### config.mk
export PLATFORM = sky130hd
export DESIGN_NAME = gpio_port_top
export DESIGN_NICKNAME = d
export VERILOG_FILES = /design/src/rtl/gpx_pkg.sv /design/src/rtl/gpx_decode.sv /design/src/rtl/gpx_out_latch.sv /design/src/rtl/gpx_in_sync.sv /design/src/rtl/gpx_read_mux.sv /design/src/rtl/gpio_port_top.sv
export SDC_FILE = /design/constraint.sdc
export NUM_CORES = 1
export LEC_CHECK = 0
export BUFFER_PORTS_ARGS = -buffer_cell sky130_fd_sc_hd__buf_2
export CAP_MARGIN = 0
export CORE_MARGIN = 1
export CORE_UTILIZATION = 40
export CTS_CLUSTER_SIZE = 12
export DETAILED_ROUTE_END_ITERATION = 7
export PLACE_DENSITY = 0.65
export REMOVE_ABC_BUFFERS = 1
export SYNTH_ARGS = -nofsm -noshare
export SYNTH_HDL_FRONTEND = slang
export SYNTH_SLANG_ARGS = --single-unit
### constraint.sdc
create_clock -name clk -period 2.5 [get_ports clk]
set_input_delay 0.125 -clock clk [delete_from_list [all_inputs] [get_ports clk]]
set_output_delay 0.125 -clock clk [all_outputs]
set_load 0.03 [all_outputs]
### src/rtl/gpx_pkg.sv
package gpx_pkg;

    localparam int unsigned GPX_LINES   = 28;
    localparam int unsigned GPX_DATA_W  = 32;
    localparam int unsigned GPX_ADDR_W  = 4;
    localparam int unsigned GPX_SYNC_N  = 2;

    // Register select taken from address bits 3:2.
    typedef enum logic [1:0] {
        GPX_REG_LEVEL = 2'd0,
        GPX_REG_DIR   = 2'd1,
        GPX_REG_SET   = 2'd2,
        GPX_REG_CLR   = 2'd3
    } gpx_reg_e;

    // One-hot write strobes, one per register.
    typedef struct packed {
        logic lvl;
        logic dir;
        logic set;
        logic clr;
    } gpx_wstb_t;

    // Read request carried to the read multiplexer.
    typedef struct packed {
        logic     en;
        gpx_reg_e sel;
    } gpx_rreq_t;

    function automatic gpx_reg_e gpx_reg_of(input logic [1:0] word_idx);
        return gpx_reg_e'(word_idx);
    endfunction

    // Next latch value. The clear mask is applied last, so clear wins over set.
    function automatic logic [GPX_LINES-1:0] gpx_latch_next(
        input logic [GPX_LINES-1:0] cur,
        input logic [GPX_LINES-1:0] set_m,
        input logic [GPX_LINES-1:0] clr_m
    );
        return (cur | set_m) & ~clr_m;
    endfunction

endpackage

### src/rtl/gpx_decode.sv
module gpx_decode
    import gpx_pkg::*;
#(
    parameter int unsigned ADDR_W = GPX_ADDR_W
) (
    input  logic              bus_sel,
    input  logic              bus_wr,
    input  logic [ADDR_W-1:0] bus_addr,
    output gpx_wstb_t         wstb,
    output gpx_rreq_t         rreq
);
    localparam int unsigned IDX_LO = 2;
    localparam int unsigned IDX_HI = IDX_LO + 1;

    gpx_reg_e reg_sel;
    logic     unused_addr;

    assign reg_sel     = gpx_reg_of(bus_addr[IDX_HI:IDX_LO]);
    // Byte-lane bits and any bits above the register index play no part.
    assign unused_addr = ^{bus_addr[IDX_LO-1:0], bus_addr[ADDR_W-1:IDX_HI]};

    always_comb begin
        wstb = '0;
        if (bus_sel && bus_wr) begin
            unique case (reg_sel)
                GPX_REG_LEVEL: wstb.lvl = 1'b1;
                GPX_REG_DIR:   wstb.dir = 1'b1;
                GPX_REG_SET:   wstb.set = 1'b1;
                GPX_REG_CLR:   wstb.clr = 1'b1;
                default:       wstb     = '0;
            endcase
        end
    end

    always_comb begin
        rreq.en  = bus_sel && !bus_wr;
        rreq.sel = reg_sel;
    end

endmodule

### src/rtl/gpx_out_latch.sv
module gpx_out_latch
    import gpx_pkg::*;
#(
    parameter int unsigned NUM_LINES = GPX_LINES
) (
    input  logic                 clk,
    input  logic                 rst,
    input  gpx_wstb_t            wstb,
    input  logic [NUM_LINES-1:0] wdata,
    output logic [NUM_LINES-1:0] dir_q,
    output logic [NUM_LINES-1:0] lat_q
);
    logic [NUM_LINES-1:0] set_m;
    logic [NUM_LINES-1:0] clr_m;
    logic [NUM_LINES-1:0] lat_d;
    logic [NUM_LINES-1:0] dir_d;

    assign set_m = wstb.set ? wdata : '0;
    assign clr_m = wstb.clr ? wdata : '0;

    always_comb begin
        lat_d = (lat_q | set_m) & ~clr_m;
        dir_d = wstb.dir ? wdata : dir_q;
    end

    always_ff @(posedge clk) begin
        if (rst) begin
            lat_q <= '0;
            dir_q <= '0;
        end else begin
            lat_q <= lat_d;
            dir_q <= dir_d;
        end
    end

endmodule

### src/rtl/gpx_in_sync.sv
module gpx_in_sync
    import gpx_pkg::*;
#(
    parameter int unsigned NUM_LINES = GPX_LINES,
    parameter int unsigned STAGES    = GPX_SYNC_N
) (
    input  logic                 clk,
    input  logic                 rst,
    input  logic [NUM_LINES-1:0] pin_async,
    output logic [NUM_LINES-1:0] pin_sync
);
    genvar g;
    generate
        for (g = 0; g < NUM_LINES; g++) begin : g_line
            logic [STAGES-1:0] chain;
            always_ff @(posedge clk) begin
                if (rst) begin
                    chain <= '0;
                end else begin
                    chain <= {chain[STAGES-2:0], pin_async[g]};
                end
            end
            assign pin_sync[g] = chain[STAGES-1];
        end
    endgenerate

endmodule

### src/rtl/gpx_read_mux.sv
module gpx_read_mux
    import gpx_pkg::*;
#(
    parameter int unsigned NUM_LINES = GPX_LINES,
    parameter int unsigned DATA_W    = GPX_DATA_W
) (
    input  gpx_rreq_t            rreq,
    input  logic [NUM_LINES-1:0] level,
    input  logic [NUM_LINES-1:0] dir,
    output logic [DATA_W-1:0]    rdata
);
    localparam int unsigned PAD_W = DATA_W - NUM_LINES;

    always_comb begin
        rdata = '0;
        if (rreq.en) begin
            unique case (rreq.sel)
                GPX_REG_LEVEL: rdata = {{PAD_W{1'b0}}, level};
                GPX_REG_DIR:   rdata = {{PAD_W{1'b0}}, dir};
                // The set and clear registers read as zero.
                default:       rdata = '0;
            endcase
        end
    end

endmodule

### src/rtl/gpio_port_top.sv
module gpio_port_top
    import gpx_pkg::*;
#(
    parameter int unsigned NUM_LINES   = GPX_LINES,
    parameter int unsigned DATA_W      = GPX_DATA_W,
    parameter int unsigned ADDR_W      = GPX_ADDR_W,
    parameter int unsigned SYNC_STAGES = GPX_SYNC_N
) (
    input  logic                 clk,
    input  logic                 rst,
    input  logic                 bus_sel,
    input  logic                 bus_wr,
    input  logic [ADDR_W-1:0]    bus_addr,
    input  logic [DATA_W-1:0]    bus_wdata,
    output logic [DATA_W-1:0]    bus_rdata,
    input  logic [NUM_LINES-1:0] pin_in,
    output logic [NUM_LINES-1:0] pin_oe,
    output logic [NUM_LINES-1:0] pin_out
);
    gpx_wstb_t            wstb;
    gpx_rreq_t            rreq;
    logic [NUM_LINES-1:0] dir_q;
    logic [NUM_LINES-1:0] lat_q;
    logic [NUM_LINES-1:0] level_q;
    logic                 unused_wdata_hi;

    assign unused_wdata_hi = ^bus_wdata[DATA_W-1:NUM_LINES];

    gpx_decode #(
        .ADDR_W (ADDR_W)
    ) decode_i (
        .bus_sel  (bus_sel),
        .bus_wr   (bus_wr),
        .bus_addr (bus_addr),
        .wstb     (wstb),
        .rreq     (rreq)
    );

    gpx_out_latch #(
        .NUM_LINES (NUM_LINES)
    ) latch_i (
        .clk   (clk),
        .rst   (rst),
        .wstb  (wstb),
        .wdata (bus_wdata[NUM_LINES-1:0]),
        .dir_q (dir_q),
        .lat_q (lat_q)
    );

    gpx_in_sync #(
        .NUM_LINES (NUM_LINES),
        .STAGES    (SYNC_STAGES)
    ) sync_i (
        .clk       (clk),
        .rst       (rst),
        .pin_async (pin_in),
        .pin_sync  (level_q)
    );

    gpx_read_mux #(
        .NUM_LINES (NUM_LINES),
        .DATA_W    (DATA_W)
    ) rmux_i (
        .rreq  (rreq),
        .level (level_q),
        .dir   (dir_q),
        .rdata (bus_rdata)
    );

    assign pin_oe  = dir_q;
    assign pin_out = lat_q;

endmodule

==> summary.txt, run 1 <==
Outcome
  – Status: finished, final reports clean

Final layout
  – Layout net count: 659
  – Most frequent cells in the layout: buf_2, dfxtp_1, nand2_1, nor2b_1, dlygate4sd3_1
  – Most common cell after layout, fill and taps aside: buf_2
  – Synthesis-to-finish area growth: 37.3%
  – Antenna Cells: 0
  – Fillers: 894
  – Layout cells sized above 1: 34.6%

Synthesis
  – Sequential fraction of the synthesis area: 54.7%
  – Synthesized flop and latch total: 112
  – Netlist Area Pre-Place: 0.00410 mm2
  – Syn Inst Count: 403
  – Yosys cell types: 20
  – Average size of a mapped cell: 10.2 um2
  – YS warnings: 0

Timing
  – Worst Max-Slew Pin Slew: 1.16 ns
  – RSZ-0062 raised after global routing: no
  – FMAX: 568 MHz
  – Max-slew violation count: 0
  – Final min period: 1.76 ns
  – Setup WS post-layout: 0.739 ns
  – Final hold vios: 0
  – Final setup skew: 0.00908 ns
  – Relative slew margins: 22.8%
  – Final Cycle Share: 70.5%
  – Final setup TNS: 0 ns
  – Setup-failing EPs final: 0

Die
  – I/O Pins: 156
  – Core footprint: 0.00986 mm2
  – Die area: 0.0107 mm2
  – Die height: 103 um
  – Chip width: 103 um
  – Initial Util: 41.6%
  – Num rows: 36

Pwr
  – LEAKAGE: 2.45 nW
  – Max VDD drop: 0.313 mV
  – P per Cell Area: 595 mW/mm2

Global route
  – Number of global-route vias before repair: 3128
  – Pin count of the biggest net entering global routing: 59
  – First-pass GRT wire length: 14500 um
  – GRT Overall Usage: 17.8%
  – Grt ovf: 0
  – Initial antenna violation count: 0

Setup path
  – Crit path max fanout: 28
  – Startpoint Class: primary input
  – CP Data Required Time: 2.38 ns
  – Critical path class: in2out
  – Worst EP arrival: 1.64 ns
  – Setup crit end kind: output pin

Detailed routing
  – Max Used Layer: met4
  – Total routed wirelength: 9560 um
  – Routed vias: 3362
  – Met3 Routed Length: 522 um
  – DRC viols: 0
  – DR iter-0 viols: 86
  – Via density: 4.62
  – Wirelength per Cell: 13.1 um
  – M1 WL: 4200 um
  – Metal2 WL: 4650 um
  – DRT antenna net count: 0
  – Pre-antenna DRT Iters: 4

CTS
  – CTS tree: done
  – CTS clock-pin slew for the worst setup and hold paths: 0.09 ns
  – Clk root buf: clkbuf_8
  – Clk buf depth: 2
  – Clock H-tree levels: 3
  – CTS Buf Count: 9
  – Setup Fix Bufs, Post-CTS: 0
  – Later-pin clock latency in the skew report: 0.36 ns
  – Clk sink count: 112

Place
  – Post-DP HPWL: 5990 um
  – Pre-CTS setup slack: 0.700 ns
  – IO Port Bufs: 145
  – RD Place Congestion: 0.706

Run
  – MaxCap Viol Count: 0

Min path
  – Hold Path Class: in2reg
[per-layer routing]
| layer | global-route usage [%] | up-vias |
|---|---|---|
| li1 | - | 1707 |
| met1 | 20.3 | 1537 |
| met2 | 31.4 | 101 |
| met3 | 4.30 | 17 |
| met4 | 8.45 | 0 |
| met5 | 0 | - |
[state kept, by name (all words and copies together), names as in the netlist]
name,cells
latch_i.dir_q,28
sync_i.g_line.chain,56
latch_i.lat_q,28
[kinds of logic after synthesis]
logic type,Yosys count,synth area share [%]
buf+inv,33,4.85
other cells,1,0.0914
simple gates,145,17.4
compound gates,84,16.2
mux,28,6.83
flops,112,54.7
[where the power goes]
| group | internal (mW) | total (mW) | switching (mW) |
|---|---|---|---|
| Clock | 0.558 | 1.11 | 0.553 |
| Sequential | 1.84 | 1.86 | 0.0205 |
| Combinational | 0.172 | 0.373 | 0.201 |
| Total | 2.57 | 3.35 | 0.775 |
[synthesized netlist by cell type]
library cell / instances / area (um2)
dfxtp_1: 112 / 2240
nand2_1: 56 / 210
nor2b_1: 56 / 350
a21oi_1: 36 / 180
mux2i_1: 28 / 280
nor2_1: 28 / 105
a211oi_2: 20 / 250
a21oi_2: 20 / 175
buf_2: 12 / 60.1
clkbuf_1: 10 / 37.5
a211oi_1: 8 / 60.1
buf_4: 6 / 45.0
and4b_1: 2 / 20.0
buf_6: 2 / 22.5
buf_8: 2 / 30.0
and4_1: 1 / 8.76
buf_1: 1 / 3.75
conb_1: 1 / 3.75
nand4b_1: 1 / 8.76
or3b_1: 1 / 8.76
[metrics by stage]
step | hold WS [ns] | util, % | total power, mW | cell area, um2 | instances
2_1_floorplan | 0.190 | - | 2.05 | 3920 | 373
3_3_place_gp | 0.335 | 49.4 | 2.20 | 4870 | 657
3_5_place_dp | 0.337 | 49.4 | 2.21 | 4870 | 657
4_1_cts | 0.251 | 57.1 | 3.38 | 5630 | 728
5_1_grt | 0.282 | 57.1 | 3.50 | 5630 | 728
6_report | 0.253 | 57.1 | 3.35 | 5630 | 728
[area by class of cell]
| class | count | area (um2) | share of cell area, % |
|---|---|---|---|
| sequential | 112 | 2240 | 39.8 |
| clock inverter | 4 | 70.1 | 1.24 |
| timing repair buffer | 207 | 1350 | 23.9 |
| clock buffer | 11 | 131 | 2.33 |
| multi-input combinational | 261 | 1680 | 29.7 |
| tap | 133 | 166 | 2.95 |
[critical path, stage by stage]
cell and delay [ns]:
buf_2 0.12, or3b_1 0.85, nor2_1 0.30, buf_2 0.23
[repair_timing]
item,4_1_cts,5_1_grt
endpoints found under the hold margin,56,0
hold buffers,56,0
resized for setup,0,0
[path summary, 6_finish.rpt]
| kind | from | end | slack [ns] | cells past startpoint |
|---|---|---|---|---|
| setup / recovery | bus_addr[3] | bus_rdata[22] | 0.74 | 4 |
| hold / removal | rst | sync_i.g_line[20].chain[1] | 0.25 | 2 |
| setup reg to reg | latch_i.lat_q[18] | latch_i.lat_q[18] | 1.81 | 2 |
| hold reg to reg | sync_i.g_line[14].chain[0] | sync_i.g_line[14].chain[1] | 0.44 | 1 |
No activity file was read; power rests on OpenSTA's default activity.
==> run 2, diff against run 1 <==
Settings changed: ABC_AREA set to 1, PLACE_DENSITY 0.65 to 0.64.
Clock period 2.5 ns to 1.8 ns, I/O delays scaled along.
==> run 2 against run 1 <==
  * Synthesized area grew 11%
  * Critical path type unchanged
  * Clock skew down 0.0057 ns
  * Die area rose by 11%
  * Worst setup slack lost 0.35 ns
  * Clock power is 68% higher
  * Critical endpoint is now bus_rdata[8]
  * Non-clock buffer count is 24 lower
  * Count of clock-buffer cells in the layout is 1 higher
  * Utilization down 2.7 points
  * Cell count is 37% higher
  * Global-route usage is 2.3 points higher
  * Hold slack lost 0.24 ns
  * Combinational power grew 57%
==> summary.txt, run 2 <==
Final layout
  – Top flop regs: sync_i.g_line.chain x56, latch_i.dir_q x28, latch_i.lat_q x28
  – Layout net count: 923
  – Fillers: 1111
  – Area of the multi-input gates: 0.00161 mm2
  – Largest Register: sync_i.g_line.chain
  – Synthesis-to-finish area growth: 30.6%
  – Antenna Cells: 0
  – Most common cell after layout, fill and taps aside: nand2_1
  – Layout cells sized above 1: 20.2%
  – Fin cells: 1000
  – Most frequent cells in the layout: nand2_1, buf_2, inv_1, nor2_1, dfxtp_1
  – Storage element area: 0.00224 mm2
  – Max reg flops: 56

Pwr
  – Max VDD drop: 0.411 mV
  – Pwr Total: 5.06 mW
  – LEAKAGE: 3.14 nW
  – P per Cell Area: 847 mW/mm2

Setup path
  – Setup crit end kind: output pin
  – Critical path class: in2out
  – CP startpoint: bus_addr[3]
  – Worst Path Buf+Inv: 5
  – CP Data Required Time: 1.71 ns
  – Crit-path cells: buf_2, inv_1, nand2_1, inv_2, buf_12, nand2_1, a21oi_1, buf_2
  – Slowest CP cell: inv_2
  – Startpoint Class: primary input
  – Reg2reg start: latch_i.lat_q[16]
  – Crit path max fanout: 16
  – Delay-heaviest family, CP: buffers and inverters
  – Crit-path max cell delay: 0.29 ns
  – Worst EP arrival: 1.32 ns

Detailed routing
  – DR iter-0 viols: 237
  – DRC viols: 0
  – Via density: 4.41
  – Total routed wirelength: 11600 um
  – Wirelength per Cell: 11.6 um
  – Routed vias: 4414
  – DRT antenna net count: 0
  – Pre-antenna DRT Iters: 4

Die
  – I/O Pins: 156
  – Num rows: 38
  – Chip width: 109 um
  – Die height: 109 um
  – Die area: 0.0119 mm2
  – Initial Util: 41.6%
  – Core footprint: 0.0110 mm2

Synthesis
  – Post-synthesis xor/xnor area fraction: 0%
  – Yosys cell types: 15
  – Top post-synthesis cells by area: dfxtp_1, nand2_1, inv_1
  – Compound-Gate Fraction of Synth Area: 3.06%
  – Cell with the most instances after synthesis: nand2_1
  – Syn Inst Count: 692
  – Mux cell area share after synthesis: 0%
  – Largest family of logic cells by synthesized area: simple AND/OR/NAND/NOR gates
  – Synthesized flop and latch total: 112
  – YS warnings: 0
  – Post-Synth Simple-Gate Area: 31.7%
  – Synth top cells by count: nand2_1, inv_1, nor2_1, dfxtp_1
  – Sequential fraction of the synthesis area: 49.0%
  – Post-synth EDFFs: 0
  – Average size of a mapped cell: 6.61 um2
  – Ys flop type: dfxtp_1
  – Ys async rst share: 0%
  – Area leader, netlist: dfxtp_1
  – Synth top area share: 49.0%
  – Post-synthesis adder-cell area fraction: 0%
  – Netlist Area Pre-Place: 0.00457 mm2

Run
  – MaxCap Viol Count: 0

Place
  – Post-DP HPWL: 7980 um
  – RD Place Congestion: 0.843
  – Pre-CTS setup slack: 0.363 ns
  – IO Port Bufs: 145
  – Placed insts: 954

Global route
  – Number of global-route vias before repair: 4003
  – Pin count of the biggest net entering global routing: 57
  – First-pass GRT wire length: 18300 um
  – Initial antenna violation count: 1
  – Grt ovf: 0
  – GRT Overall Usage: 20.1%

CTS
  – Clock H-tree levels: 3
  – Setup Fix Bufs, Post-CTS: 0
  – Later-pin clock latency in the skew report: 0.34 ns
  – CTS clock-pin slew for the worst setup and hold paths: 0.07 ns
  – Clk sink count: 112
  – CTS Buf Count: 9
  – Clk root buf: clkbuf_16
  – Post_cts resized: 0
  – CTS tree: done
  – Clk buf depth: 2

Timing
  – Final Cycle Share: 78.2%
  – Final setup skew: 0.00335 ns
  – Max-slew violation count: 0
  – Final min period: 1.41 ns
  – Final hold vios: 0
  – Final setup TNS: 0 ns
  – Worst Max-Slew Pin Slew: 0.709 ns
  – Setup-failing EPs final: 0
  – RSZ-0062 raised after global routing: no
  – FMAX: 711 MHz
  – Minimum hold slack: 0.0159 ns
  – Setup WS post-layout: 0.393 ns
  – Relative slew margins: 52.6%

Outcome
  – Status: finished, final reports clean

Min path
  – Hold Path Class: in2reg
  – Hold_sp: bus_wdata[17]
[run 2: where the power goes]
part / leakage [nW] / internal, mW / total (mW) / switching [mW]
registers: 0.918 / 2.57 / 2.61 / 0.0395
logic: 2.10 / 0.215 / 0.585 / 0.370
clock network: 0.129 / 0.982 / 1.86 / 0.881
[run 2: timing repair]
action,CTS,global route
hold buffers,30,0
hold endpoints to repair,30,0
endpoints found under the setup margin,0,0
[run 2: cell families (layout without fill, tap and decap cells)]
| logic type | after synthesis | after routing |
|---|---|---|
| AOI/OAI and AO/OA | 28 | 28 |
| DFF | 112 | 112 |
| buffers and inverters | 179 | 344 |
| and+or+nand+nor | 372 | 372 |
| other | 1 | 4 |
[run 2: per-stage QoR]
stage / utilization [%] / instance area (um2)
5_1_grt: 54.4 / 5970
3_5_place_dp: 49.1 / 5400
2_1_floorplan: - / 4390
6_report: 54.4 / 5970
3_3_place_gp: 49.1 / 5400
4_1_cts: 54.4 / 5970
[run 2: worst min-delay path, delay by kind of cell]
kind | cells | cell delay [ns]
simple gates | 3 | 0.14
buf+inv | 1 | 0.10
[run 2: cell type report]
| cell class | count | area share [%] |
|---|---|---|
| inverter | 145 | 9.11 |
| clock buffer | 12 | 4.13 |
| multi-input combinational | 404 | 27.0 |
| clock inverter | 4 | 0.482 |
| tap | 140 | 2.93 |
| sequential | 112 | 37.5 |
| timing repair buffer | 183 | 18.8 |
[run 2: metal layers]
layer  share of wire (%)  global-route usage, %  routed length [um]  up-vias
li1                    -                      -                   -     2290
met1                  45                   24.2                5200     1983
met2                  47                   34.6                5420      128
met3                 7.2                   5.98                 828       11
met4                0.83                   5.60                  96        2
met5                0.11                      0                  13        -
[run 2: final timing paths]
| check | slack [ns] | cells after the start | to |
|---|---|---|---|
| worst max-delay path | 0.39 | 8 | bus_rdata[8] |
| worst min-delay path | 0.02 | 4 | latch_i.lat_q[17] |
| worst min register to register | 0.40 | 2 | sync_i.g_line[6].chain[1] |
| worst max register to register | 1.17 | 4 | latch_i.lat_q[16] |
==> run 3, diff against run 2 <==
Settings changed: PLACE_DENSITY 0.64 to 0.67.
Clock period 1.8 ns to 1.2 ns, I/O delays scaled along.
==> run 3 against run 2 <==
  * Clock skew up 0.0034 ns
  * First-iteration DRC count fell by 2.1%
  * Total power rose by 55%
  * Worst setup slack lost 0.34 ns
==> summary.txt, run 3 (synthesized netlist as in run 2, its figures left out) <==
Timing
  – Final Cycle Share: 96.0%
  – Max-slew violation count: 0
  – RSZ-0062 raised after global routing: yes
  – Setup WS post-layout: 0.0483 ns
  – Relative slew margins: 65.2%
  – Setup-failing EPs final: 0
  – FMAX: 868 MHz
  – Final setup skew: 0.00676 ns
  – Minimum hold slack: 0.155 ns
  – Worst Max-Slew Pin Slew: 0.521 ns
  – Final hold vios: 0
  – Final min period: 1.15 ns

CTS
  – CTS Buf Count: 9
  – Clk buf depth: 2
  – Clk root buf: clkbuf_16
  – CTS tree: done
  – Clock H-tree levels: 3
  – Later-pin clock latency in the skew report: 0.35 ns
  – Clk sink count: 112
  – CTS clock-pin slew for the worst setup and hold paths: 0.08 ns

Setup path
  – Worst Path Buf+Inv: 1
  – CP startpoint: latch_i.dir_q[7]
  – Slowest CP cell: dfxtp_2
  – Startpoint Class: register
  – Crit-path max cell delay: 0.34 ns
  – FF-to-FF path depth: 3
  – Crit path max fanout: 3
  – Flop-to-flop setup slack: 0.46 ns
  – Critical path class: reg2out
  – Setup crit end kind: output pin
  – Reg2reg start: latch_i.dir_q[4]
  – RR Endpoint: latch_i.dir_q[4]
  – Worst EP arrival: 1.09 ns
  – Delay-heaviest family, CP: flip-flops
  – Crit-path cells: nand2_1, a21oi_2, buf_6
  – CP Data Required Time: 1.14 ns

Detailed routing
  – Wirelength per Cell: 11.5 um
  – DRC viols: 0
  – Pre-antenna DRT Iters: 5
  – DRT antenna net count: 0
  – Routed vias: 4488
  – Via density: 4.32
  – Total routed wirelength: 12000 um
  – DR iter-0 viols: 232

Outcome
  – Status: finished, final reports clean

Global route
  – Number of global-route vias before repair: 3985
  – Initial antenna violation count: 0
  – Grt ovf: 0
  – GRT Overall Usage: 20.8%
  – First-pass GRT wire length: 18700 um
  – Pin count of the biggest net entering global routing: 57

Final layout
  – Fin cells: 1039
  – Final Cell Area: 0.00659 mm2
  – Synthesis-to-finish area growth: 44.0%
  – Storage element area: 0.00227 mm2
  – Fillers: 1006
  – Area of the multi-input gates: 0.00167 mm2
  – Most frequent cells in the layout: nand2_1, inv_1, nor2_1, buf_2, dfxtp_1
  – Most common cell after layout, fill and taps aside: nand2_1
  – Largest Register: sync_i.g_line.chain
  – Top flop regs: sync_i.g_line.chain x56, latch_i.dir_q x28, latch_i.lat_q x28
  – Antenna Cells: 0
  – Max reg flops: 56
  – Layout net count: 962
  – Layout cells sized above 1: 24.9%

Place
  – IO Port Bufs: 145
  – Placement Cell Area: 0.00556 mm2
  – Placed insts: 966
  – Post-DP HPWL: 7770 um
  – Pre-CTS setup slack: 0.0356 ns
  – RD Place Congestion: 0.801

Pwr
  – Switching share of total power: 26.4%
  – LEAKAGE: 3.37 nW
  – Combinational power share: 13.0%
  – Pwr Total: 7.86 mW
  – Int Pwr: 5.79 mW
  – Psw: 2.07 mW
  – Reg power frac: 49.8%
  – Max VDD drop: 1.09 mV
  – P per Cell Area: 1190 mW/mm2
  – Clk pwr share: 37.2%

Run
  – MaxCap Viol Count: 0

Min path
  – Hold Path End: latch_i.dir_q[16]
  – Hold_sp: rst
  – Hold path cells: 4
  – Hold Path Class: in2reg

Die
  – Num rows: 38
  – Die height: 109 um
  – Die area: 0.0119 mm2
  – Chip width: 109 um
  – I/O Pins: 156
  – Initial Util: 41.6%
  – Core footprint: 0.0110 mm2
==> run 3: layout make-up <==
type	instances	area share, %
Clock buffer	10	3.63
Clock inverter	6	0.760
Inverter	145	8.26
Multi-Input combinational cell	404	25.3
Sequential cell	112	34.5
Tap cell	140	2.66
Timing Repair Buffer	222	24.9
==> run 3: power by group through the flow <==
| stage | clock [mW] | combinational (mW) | sequential (mW) |
|---|---|---|---|
| after CTS | 3.02 | 1.01 | 3.91 |
| after global routing | 3.14 | 1.13 | 3.93 |
| after global placement | 0 | 0.859 | 4.00 |
| after floorplan | 0 | 0.360 | 4.09 |
| after detailed placement | 0 | 0.866 | 4.00 |
| final | 2.93 | 1.02 | 3.91 |
==> run 3: stage by stage <==
stage	util, %	setup TNS [ns]
after CTS	58.9	0
after floorplan	-	-15.66
final	60.0	0
after global placement	50.6	0
after global routing	60.0	-0.00229
after detailed placement	50.6	0
==> run 3: routing by layer <==
metal / wire [um] / vias to the layer above / GRT usage, %
li1: - / 2372 / -
met1: 5330 / 1971 / 24.5
met2: 5660 / 136 / 36.5
met3: 812 / 9 / 5.26
met4: 146 / 0 / 6.66
met5: 0 / - / 0
==> run 3: timing repair <==
item,4_1_cts,5_1_grt
pin swaps,0,3
endpoints found under the hold margin,56,0
setup endpoints to repair,14,26
buffers inserted,0,1
hold buffers,56,0
gates resized for setup,23,58
==> run 3: tightest hold or removal path: stages <==
cell	delay [ns]
buf_2	0.12
inv_2	0.15
nand2_1	0.11
nor2_1	0.03
==> run 3: how the worst max path moves through the flow <==
stage                     slack [ns]                end  cells after the start
final                           0.05       bus_rdata[7]                      3
after global routing          -0.002      bus_rdata[14]                      3
after CTS                      0.001       bus_rdata[4]                      3
after detailed placement        0.04  latch_i.lat_q[24]                      7
after global placement          0.07  latch_i.lat_q[24]                      7
after floorplan                -0.46   latch_i.dir_q[0]                      6
